`src/rtl/lcd_raster_pkg.sv`:
```
package lcd_raster_pkg;

    localparam int CTL_W = 6;

    // Phase of a line or a frame, in scan order.
    typedef enum logic [1:0] {
        PH_SYNC   = 2'd0,
        PH_BACK   = 2'd1,
        PH_ACTIVE = 2'd2,
        PH_FRONT  = 2'd3
    } phase_e;

    // Run machine states.
    typedef enum logic [1:0] {
        ST_OFF  = 2'd0,
        ST_DARK = 2'd1,
        ST_LIT  = 2'd2
    } run_e;

    // The control word; the last member is bit 0.
    typedef struct packed {
        logic pwr_now;
        logic de_low;
        logic vs_end_lead;
        logic vs_start_lead;
        logic vs_low;
        logic hs_low;
    } ctl_t;

endpackage

```
`src/rtl/lcd_phase_seq.sv`:
```
module lcd_phase_seq
    import lcd_raster_pkg::*;
#(
    parameter int CW = 12,
    localparam int PW = CW + 2
) (
    input  logic                clk,
    input  logic                rst_n,
    input  logic                run,
    input  logic                step,
    input  logic [3:0][CW-1:0]  lens,
    output phase_e              phase,
    output logic [CW-1:0]       cnt,
    output logic [PW-1:0]       pos,
    output logic                wrap
);

    phase_e        phase_n;
    logic [CW-1:0] cur_len;
    logic          at_end;

    // A zero length behaves as a single cycle.
    always_comb begin
        cur_len = lens[phase];
        if (cur_len == '0) begin
            cur_len = CW'(1);
        end
        at_end = (cnt == cur_len - CW'(1));
        wrap   = step && at_end && (phase == PH_FRONT);
    end

    always_comb begin
        phase_n = phase;
        if (at_end) begin
            unique case (phase)
                PH_SYNC:   phase_n = PH_BACK;
                PH_BACK:   phase_n = PH_ACTIVE;
                PH_ACTIVE: phase_n = PH_FRONT;
                PH_FRONT:  phase_n = PH_SYNC;
            endcase
        end
    end

    always_ff @(posedge clk or negedge rst_n) begin
        if (!rst_n) begin
            phase <= PH_SYNC;
            cnt   <= '0;
            pos   <= '0;
        end else if (!run) begin
            phase <= PH_SYNC;
            cnt   <= '0;
            pos   <= '0;
        end else if (step) begin
            phase <= phase_n;
            cnt   <= at_end ? '0 : cnt + CW'(1);
            pos   <= wrap ? '0 : pos + PW'(1);
        end
    end

endmodule

```
`src/rtl/lcd_raster_timer.sv`:
```
module lcd_raster_timer
    import lcd_raster_pkg::*;
#(
    parameter int CW = 12,
    localparam int PW = CW + 2
) (
    input  logic             clk,
    input  logic             rst_n,
    input  logic             enable,
    input  logic [CTL_W-1:0] cfg_word,
    input  logic [CW-1:0]    h_sync_len,
    input  logic [CW-1:0]    h_back_len,
    input  logic [CW-1:0]    h_active_len,
    input  logic [CW-1:0]    h_front_len,
    input  logic [CW-1:0]    v_sync_len,
    input  logic [CW-1:0]    v_back_len,
    input  logic [CW-1:0]    v_active_len,
    input  logic [CW-1:0]    v_front_len,
    output logic             hsync,
    output logic             vsync,
    output logic             data_en,
    output logic             panel_pwr,
    output logic [PW-1:0]    h_pos,
    output logic [PW-1:0]    v_pos
);

    localparam int NPOL = 3;

    run_e               state, state_n;
    logic               running;
    ctl_t               sh_ctl;
    logic [3:0][CW-1:0] sh_h, sh_v;
    logic [3:0][CW-1:0] in_h, in_v;

    phase_e             h_phase, v_phase;
    logic [CW-1:0]      h_cnt, v_cnt;
    logic [PW-1:0]      h_pos_c, v_pos_c;
    logic               h_wrap, v_wrap, frame_end;

    logic               hs_raw, vs_raw, de_raw, hs_trail;
    logic               hs_act_q, vs_act_q, de_act_q;
    logic [NPOL-1:0]    pol_n, pol_q;
    logic [NPOL-1:0]    act_q;

    assign in_h = {h_front_len, h_active_len, h_back_len, h_sync_len};
    assign in_v = {v_front_len, v_active_len, v_back_len, v_sync_len};

    assign running   = (state != ST_OFF) && enable;
    assign frame_end = h_wrap && v_wrap;

    // Capture the frame settings while idle and at every frame boundary.
    always_ff @(posedge clk or negedge rst_n) begin
        if (!rst_n) begin
            sh_ctl <= '0;
            sh_h   <= '0;
            sh_v   <= '0;
        end else if (!running || frame_end) begin
            sh_ctl <= ctl_t'(cfg_word);
            sh_h   <= in_h;
            sh_v   <= in_v;
        end
    end

    lcd_phase_seq #(.CW(CW)) u_hseq (
        .clk   (clk),
        .rst_n (rst_n),
        .run   (running),
        .step  (1'b1),
        .lens  (sh_h),
        .phase (h_phase),
        .cnt   (h_cnt),
        .pos   (h_pos_c),
        .wrap  (h_wrap)
    );

    lcd_phase_seq #(.CW(CW)) u_vseq (
        .clk   (clk),
        .rst_n (rst_n),
        .run   (running),
        .step  (h_wrap),
        .lens  (sh_v),
        .phase (v_phase),
        .cnt   (v_cnt),
        .pos   (v_pos_c),
        .wrap  (v_wrap)
    );

    // Raw strobe decode from the sequencer positions.
    always_comb begin
        hs_raw   = (h_phase == PH_SYNC);
        hs_trail = (h_phase == PH_BACK) && (h_cnt == '0);
        de_raw   = (h_phase == PH_ACTIVE) && (v_phase == PH_ACTIVE);
        vs_raw   = ((v_phase == PH_SYNC) &&
                    (sh_ctl.vs_start_lead || !((v_cnt == '0) && hs_raw))) ||
                   (!sh_ctl.vs_end_lead && (v_phase == PH_BACK) &&
                    (v_cnt == '0) && hs_raw);
    end

    // Run machine: next state.
    always_comb begin
        state_n = state;
        unique case (state)
            ST_OFF:  if (enable) state_n = ST_DARK;
            ST_DARK: begin
                if (!enable) begin
                    state_n = ST_OFF;
                end else if (sh_ctl.pwr_now || hs_trail) begin
                    state_n = ST_LIT;
                end
            end
            ST_LIT:  if (!enable) state_n = ST_OFF;
            default: state_n = ST_OFF;
        endcase
    end

    // Run machine: state register.
    always_ff @(posedge clk or negedge rst_n) begin
        if (!rst_n) begin
            state <= ST_OFF;
        end else begin
            state <= state_n;
        end
    end

    // Polarity used with the strobes registered on the same edge.
    always_comb begin
        if (running) begin
            pol_n = {sh_ctl.de_low, sh_ctl.vs_low, sh_ctl.hs_low};
        end else begin
            pol_n = {cfg_word[4], cfg_word[1], cfg_word[0]};
        end
    end

    // Output registers.
    always_ff @(posedge clk or negedge rst_n) begin
        if (!rst_n) begin
            hs_act_q <= 1'b0;
            vs_act_q <= 1'b0;
            de_act_q <= 1'b0;
            pol_q    <= '0;
            h_pos    <= '0;
            v_pos    <= '0;
        end else begin
            hs_act_q <= running && hs_raw;
            vs_act_q <= running && vs_raw;
            de_act_q <= running && de_raw;
            pol_q    <= pol_n;
            h_pos    <= running ? h_pos_c : '0;
            v_pos    <= running ? v_pos_c : '0;
        end
    end

    assign act_q = {de_act_q, vs_act_q, hs_act_q};

    logic [NPOL-1:0] pin_q;
    for (genvar g = 0; g < NPOL; g++) begin : g_pol
        assign pin_q[g] = act_q[g] ^ pol_q[g];
    end

    assign hsync     = pin_q[0];
    assign vsync     = pin_q[1];
    assign data_en   = pin_q[2];
    assign panel_pwr = (state == ST_LIT);

endmodule

```
`config.mk`:
```
export PLATFORM = sky130hd
export DESIGN_NAME = lcd_raster_timer
export DESIGN_NICKNAME = d
export VERILOG_FILES = /design/src/rtl/lcd_raster_pkg.sv /design/src/rtl/lcd_phase_seq.sv /design/src/rtl/lcd_raster_timer.sv
export SDC_FILE = /design/constraint.sdc
export NUM_CORES = 1
export LEC_CHECK = 0
export BUFFER_PORTS_ARGS = -buffer_cell sky130_fd_sc_hd__buf_2
export CORE_ASPECT_RATIO = 1.5
export CORE_MARGIN = 2
export CORE_UTILIZATION = 25
export DETAILED_ROUTE_END_ITERATION = 12
export SLEW_MARGIN = 20
export SYNTH_ARGS = -nofsm -noshare
export SYNTH_HDL_FRONTEND = slang
export SYNTH_SLANG_ARGS = --single-unit
```
`constraint.sdc`:
```
create_clock -name clk -period 9.1 [get_ports clk]
set_input_delay 0.455 -clock clk [delete_from_list [all_inputs] [get_ports clk]]
set_output_delay 0.455 -clock clk [all_outputs]
set_load 0.01 [all_outputs]
```
Yosys cells after proc, flatten, opt, wreduce, memory -nomap -nowiden

Index checks and enable logic that the tools add are counted.
Widths: inputs -> output; s select.

Bits in registers: 194
Input port bits: 105
Output and inout bits: 32
Word-level logic and storage cells: 117

Add/subtract/negate cells: 6
Magnitude comparators: 2
Eq/ne operators: 16
Muxes and demuxes: 31
Bitwise operators: 3
Reductions and logical operators: 32

Operator list:

| kind                  | count |
|---|---|
| $mux 12               | 9 |
| $mux 14               | 7 |
| $bmux 12 s2           | 2 |
| $logic_not 12->1      | 4 |
| $add 14x1->14 const B | 2 |
| $add 12x1->12 const B | 2 |
| $eq 12x12->1          | 2 |
| $sub 12x1->12 const B | 2 |
| $mux 2                | 9 |
| $pmux 2 s4            | 2 |
| $logic_and 1x1->1     | 15 |
| $eq 2x2->1 const B    | 5 |
| $eq 2x1->1 const B    | 3 |
| $logic_not 2->1       | 3 |
| $lt 2x3->1 const B    | 2 |
| $ne 2x1->1 const B    | 3 |
| $pmux 2 s3            | 1 |
| $logic_or 1x1->1      | 4 |
| $ne 2x2->1 const B    | 2 |
| $logic_not 1->1       | 3 |
| $mux 3                | 1 |
| $ne 3x3->1 const B    | 1 |
| $reduce_and 3->1      | 1 |
| $xor 1x1->1           | 3 |
| other kinds (2)       | 2 |

Logic depth before layout (Yosys ltp)

Word-level depth: 12
Mapped depth: 17
Depth with buffers taken out: 13

Modules after synthesis

Synthesis repeated with hierarchy kept, for this count alone.

Cell total of the unflattened synthesis: 776
Area total of the unflattened synthesis: 9,957.0 um^2

Modules (own cells, without submodules):

| module           | instances | cells each | area an instance (um^2) | sequential area each (um^2) |
|---|---|---|---|---|
| lcd_raster_timer | 1         | 322        | 5,535.3                 | 3,453.3 |
| lcd_phase_seq    | 2         | 227        | 2,210.9                 | 700.7 |

Least setup slack after synthesis

Ideal clock, no wire load.

Kind: flip-flop to flip-flop
From: reg u_vseq.phase[0]
To: reg sh_ctl[0] (netlist name)
Setup time: 0.127 ns
Data arrival time: 4.227 ns
Required time: 8.973 ns
Slack: 4.746 ns
Cell stages (with the launch flop): 17
Path buffers: 3
Period minus slack after synthesis: 4.354 ns
Cells stage by stage: dfrtp_1 > buf_6 > mux4_2 > nor3_1 > a41oi_1 > ha_1 > inv_1 > o31ai_1 > o211ai_1 > a31oi_1 > or4_4 > nor3_4 > a21oi_2 > nor2_4 > buf_8 > buf_8 > mux2_1

Longest elaborated chain between the ends: 10
Elaborated cells on any way between the ends: 11
Those cells by class: 1 x add/sub; 2 x eq/ne; 3 x mux; 5 x reduce/logical

Ends and longest elaborated chain:

| item                          | line                   | text |
|---|---|---|
| start, declared               | lcd_phase_seq.sv:12    | `output phase_e phase,` |
| start signal, assigned        | lcd_phase_seq.sv:54    | `phase <= phase_n;` |
| $bmux 12 s2                   | lcd_phase_seq.sv:24    | `cur_len = lens[phase];` |
| $mux 12 (implied by the code) | lcd_phase_seq.sv:24    |  |
| $logic_not 12->1              | lcd_phase_seq.sv:25    | `if (cur_len == '0) begin` |
| $mux 12                       | lcd_phase_seq.sv:25    |  |
| $sub 12x1->12                 | lcd_phase_seq.sv:28    | `at_end = (cnt == cur_len - CW'(1));` |
| $eq 12x12->1                  | lcd_phase_seq.sv:28    |  |
| $logic_and 1x1->1             | lcd_phase_seq.sv:29    | `wrap = step && at_end && (phase == PH_FRONT);` |
| $logic_and 1x1->1 *           | lcd_phase_seq.sv:29    |  |
| $logic_and 1x1->1 *           | lcd_raster_timer.sv:49 | `assign frame_end = h_wrap && v_wrap;` |
| $logic_or 1x1->1 *            | lcd_raster_timer.sv:57 | `end else if (!running \|\| frame_end) begin` |
| end signal, assigned          | lcd_raster_timer.sv:58 | `sh_ctl <= ctl_t'(cfg_word);` |
| end, declared                 | lcd_raster_timer.sv:31 | `ctl_t sh_ctl;` |

Mark *: on every way between the ends. The rest lies on a longest branch, timed or not. The select of a mux whose other input is x is not followed.
A chain may end at the register's enable or synchronous reset.

Final worst setup path

From: reg u_hseq.phase[0]
To: reg sh_h[43] (netlist name)

Longest elaborated chain between the ends: 11
Elaborated cells on any way between the ends: 12
Those cells by class: 1 x add/sub; 2 x eq/ne; 3 x mux; 6 x reduce/logical

Ends and longest elaborated chain:

| item                            | line                   | text |
|---|---|---|
| start, declared                 | lcd_phase_seq.sv:12    |  |
| start signal, assigned          | lcd_phase_seq.sv:54    |  |
| $bmux 12 s2                     | lcd_phase_seq.sv:24    |  |
| $mux 12 (implied by the code)   | lcd_phase_seq.sv:24    |  |
| $logic_not 12->1                | lcd_phase_seq.sv:25    |  |
| $mux 12                         | lcd_phase_seq.sv:25    |  |
| $sub 12x1->12                   | lcd_phase_seq.sv:28    |  |
| $eq 12x12->1                    | lcd_phase_seq.sv:28    |  |
| $logic_and 1x1->1 *             | lcd_phase_seq.sv:29    |  |
| $logic_and 1x1->1 (2 in series) | lcd_phase_seq.sv:29    |  |
| $logic_and 1x1->1 *             | lcd_raster_timer.sv:49 |  |
| $logic_or 1x1->1 *              | lcd_raster_timer.sv:57 |  |
| end signal, assigned            | lcd_raster_timer.sv:59 | `sh_h <= in_h;` |
| end, declared                   | lcd_raster_timer.sv:32 | `logic [3:0][CW-1:0] sh_h, sh_v;` |

Marked as above.

==> results by group <==
Finish
  – Multi-input logic area: 0.00439 mm^2
  – Layout Cells excl Fill: 1397
  – Final instance area: 0.0112 mm^2
  – Nets@finish: 1018
  – Layout cells sized above 1: 26.7%
  – Fillers: 3918
  – Area Overhead vs Synth: 17.2%
  – Register area: 0.00485 mm^2

Logic synthesis
  – Seq cells post-synth: 194
  – Mapped Area: 0.00957 mm^2
  – Mean Syn Cell Area: 12.5 um^2
  – Sequential area share after synthesis: 50.8%
  – Top FF cell, synth: dfrtp_1
  – EDFF count, synth: 0
  – Fraction of registers with async set/reset: 100%
  – Gate count of the mapped netlist: 765
  – Netlist cell types: 64
  – Ys Warns: 0
  – Syn_nets: 887

Status
  – Run status: completed

Clocking
  – Worst skew pair latency: 0.45 ns
  – H-tree depth: 4
  – Worst-path clk slew: 0.07 ns
  – Resized cells post-CTS: 0
  – Post-CTS Setup Bufs: 0
  – CTS Buf Count: 17
  – Root buf cell: clkbuf_16
  – CTS Hold Bufs: 0
  – Clock buffer depth: 2
  – Clock Sinks: 194
  – CTS tree: built

Floorplan
  – Starting Density: 25.4%
  – Die Y: 244 um
  – Chip width: 164 um
  – Row cnt: 87
  – IO Pins: 137
  – Die footprint: 0.0399 mm^2
  – Total core area: 0.0377 mm^2

Routing
  – Initial drt markers: 233
  – Drt total wl: 21600 um
  – 1st-pass router iterations: 4
  – Avg WL per Cell: 15.5 um
  – Vias/cell: 4.49
  – Via count: 6274
  – Routed Antenna Nets: 0
  – Post-route DRC: 0

Timing
  – Slew margin rel.: 36.8%
  – Worst slew pin tran: 0.949 ns
  – Setup TNS: 0 ns
  – Part of the cycle the worst path needs: 61.2%
  – RSZ-0062 raised after global routing: no
  – FMAX: 180 MHz
  – Tmin final: 5.57 ns
  – Hold Vio Cnt, Final: 0
  – Final Max Slew Viols: 0
  – Final setup viols: 0
  – Layout Skew: 0.0135 ns

GRT
  – Vias in the first global route: 6538
  – First-pass GRT wire length: 35300 um
  – Grt total ovfl: 0
  – Total GRT Usage: 11.5%
  – Initial antenna violation count: 2
  – Largest net degree at the start of global routing: 73

Flow run
  – Max-Cap Viols: 0

Setup path
  – Crit path required time: 9.43 ns
  – Crit path arrival time: 5.90 ns
  – Setup crit end kind: register
  – CP Class: reg2reg
  – Crit path launch type: register
  – Worst Path Max Fanout: 50

Power and ir drop
  – Tot Pwr: 0.00272 W
  – Leak Pwr: 4.82 nW
  – P per Cell Area: 242 mW/mm^2
  – Peak VDD IR: 0.000121 V

Placement
  – IO buf count: 136
  – Cells after DPL: 1366
  – DP Area: 0.0107 mm^2
  – Dpl hpwl: 15800 um
  – Final Wtd Congestion: 0.802

Worst hold path
  – Hold Crit Class: in2async
[routing by layer]
metal | GRT usage, % | wire (um) | vias up
met5 | 0 | 13 | -
met4 | 5.52 | 560 | 2
met3 | 2.08 | 689 | 30
met2 | 19.2 | 10900 | 124
met1 | 14.1 | 9440 | 3122
li1 | - | - | 2996
[stage by stage]
step           hold slack [ns]  utilization (%)  worst slack, ns
6_report               0.00847             29.8             3.53
5_1_grt                 0.0348             29.8             3.13
4_1_cts                 0.0189             29.8             3.45
3_5_place_dp             0.453             28.4             3.45
3_3_place_gp             0.446             28.4             3.47
2_1_floorplan            0.159                -             4.75
[worst paths after layout]
| kind | end | cells past startpoint | slack (ns) | from |
|---|---|---|---|---|
| worst max-delay path | sh_h[43] | 13 | 3.53 | u_hseq.phase[0] |
| worst min-delay path | sh_h[7] | 1 | 0.008 | rst_n |
| worst max register to register | sh_h[43] | 13 | 3.53 | u_hseq.phase[0] |
| worst min register to register | pol_q[2] | 2 | 0.47 | sh_ctl[4] |
| max in group asynchronous | u_vseq.pos[6] | 2 | 7.81 | rst_n |
| min in group clk | sh_v[24] | 2 | 0.21 | v_active_len[0] |
[registers in the layout, summed over array words and instances, names as in the netlist]
signal        cells
sh_h             48
sh_v             48
h_pos            14
u_hseq.pos       14
u_vseq.pos       14
v_pos            14
u_hseq.cnt       12
u_vseq.cnt       12
sh_ctl            6
pol_q             3
state             2
u_hseq.phase      2
u_vseq.phase      2
de_act_q          1
hs_act_q          1
vs_act_q          1
[critical path: stages (launching register included)]
cell	delay, ns
dfrtp_1	0.96
mux4_2	0.72
nor3_2	0.39
a41oi_1	0.24
ha_1	0.29
nand4_1	0.13
a2111oi_1	0.16
or4_1	0.41
o311a_1	0.14
a211o_1	0.35
o21a_1	0.39
nor2_4	0.27
buf_4	0.55
mux2_1	0.39
[cells in the final DEF, fill, tap and decap left out, drive strengths merged, types with 4 or more instances in the layout]
cell / n
dfrtp: 194
buf: 144
mux2: 105
nor2: 49
nand2: 32
xor2: 30
and2: 29
xnor2: 28
mux4: 24
and3: 23
inv: 22
nand3: 21
clkbuf: 21
o21ai: 20
ha: 17
nand2b: 11
nor3: 10
o31ai: 9
o2bb2ai: 9
mux2i: 8
or3: 7
nor2b: 7
or4: 7
nor4: 6
nand4: 6
o211ai: 6
a22o: 6
a21oi: 6
or2: 4
a21o: 4
nor4b: 4
clkinv: 4
[report_power, final]
part	total, W	switching, W	internal [W]	leakage (nW)
logic	0.000816	0.000425	0.000391	2.11
registers	0.00120	0.000116	0.00108	2.46
clock network	0.000702	0.000345	0.000357	0.249
[logic make-up after synthesis]
group,share of synthesized area [%]
AOI/OAI and AO/OA,6.30
xor gates and xnor gates,5.31
adders and majority gates,2.22
buffers and inverters,3.45
DFF,50.8
muxes,18.8
and+or+nand+nor,13.1
[synth_stat cells (all sizes together), types with 8 or more instances]
cell     instances  share of area [%]
and2            29                1.9
and3            23                1.5
buf             18                2.1
clkbuf          15               0.59
dfrtp          194                 51
ha              17                2.2
inv             19               0.75
mux2           105                 12
mux2i            8               0.84
mux4            24                5.7
nand2           32                1.3
nand2b          11               0.72
nand3           21                1.1
nor2            49                2.0
nor3            10               0.75
o21ai           20                1.0
o2bb2ai          9               0.82
o31ai            9               0.71
xnor2           28                2.6
xor2            30                2.7
[area by class of cell]
| class | instances | area share (%) |
|---|---|---|
| tap | 489 | 5.46 |
| antenna | 1 | 0.0223 |
| sequential | 194 | 43.3 |
| timing repair buffer | 145 | 6.75 |
| clock inverter | 10 | 0.714 |
| clock buffer | 20 | 3.98 |
| multi-input combinational | 519 | 39.1 |
| inverter | 19 | 0.636 |
(Power assumes the default switching activity.)
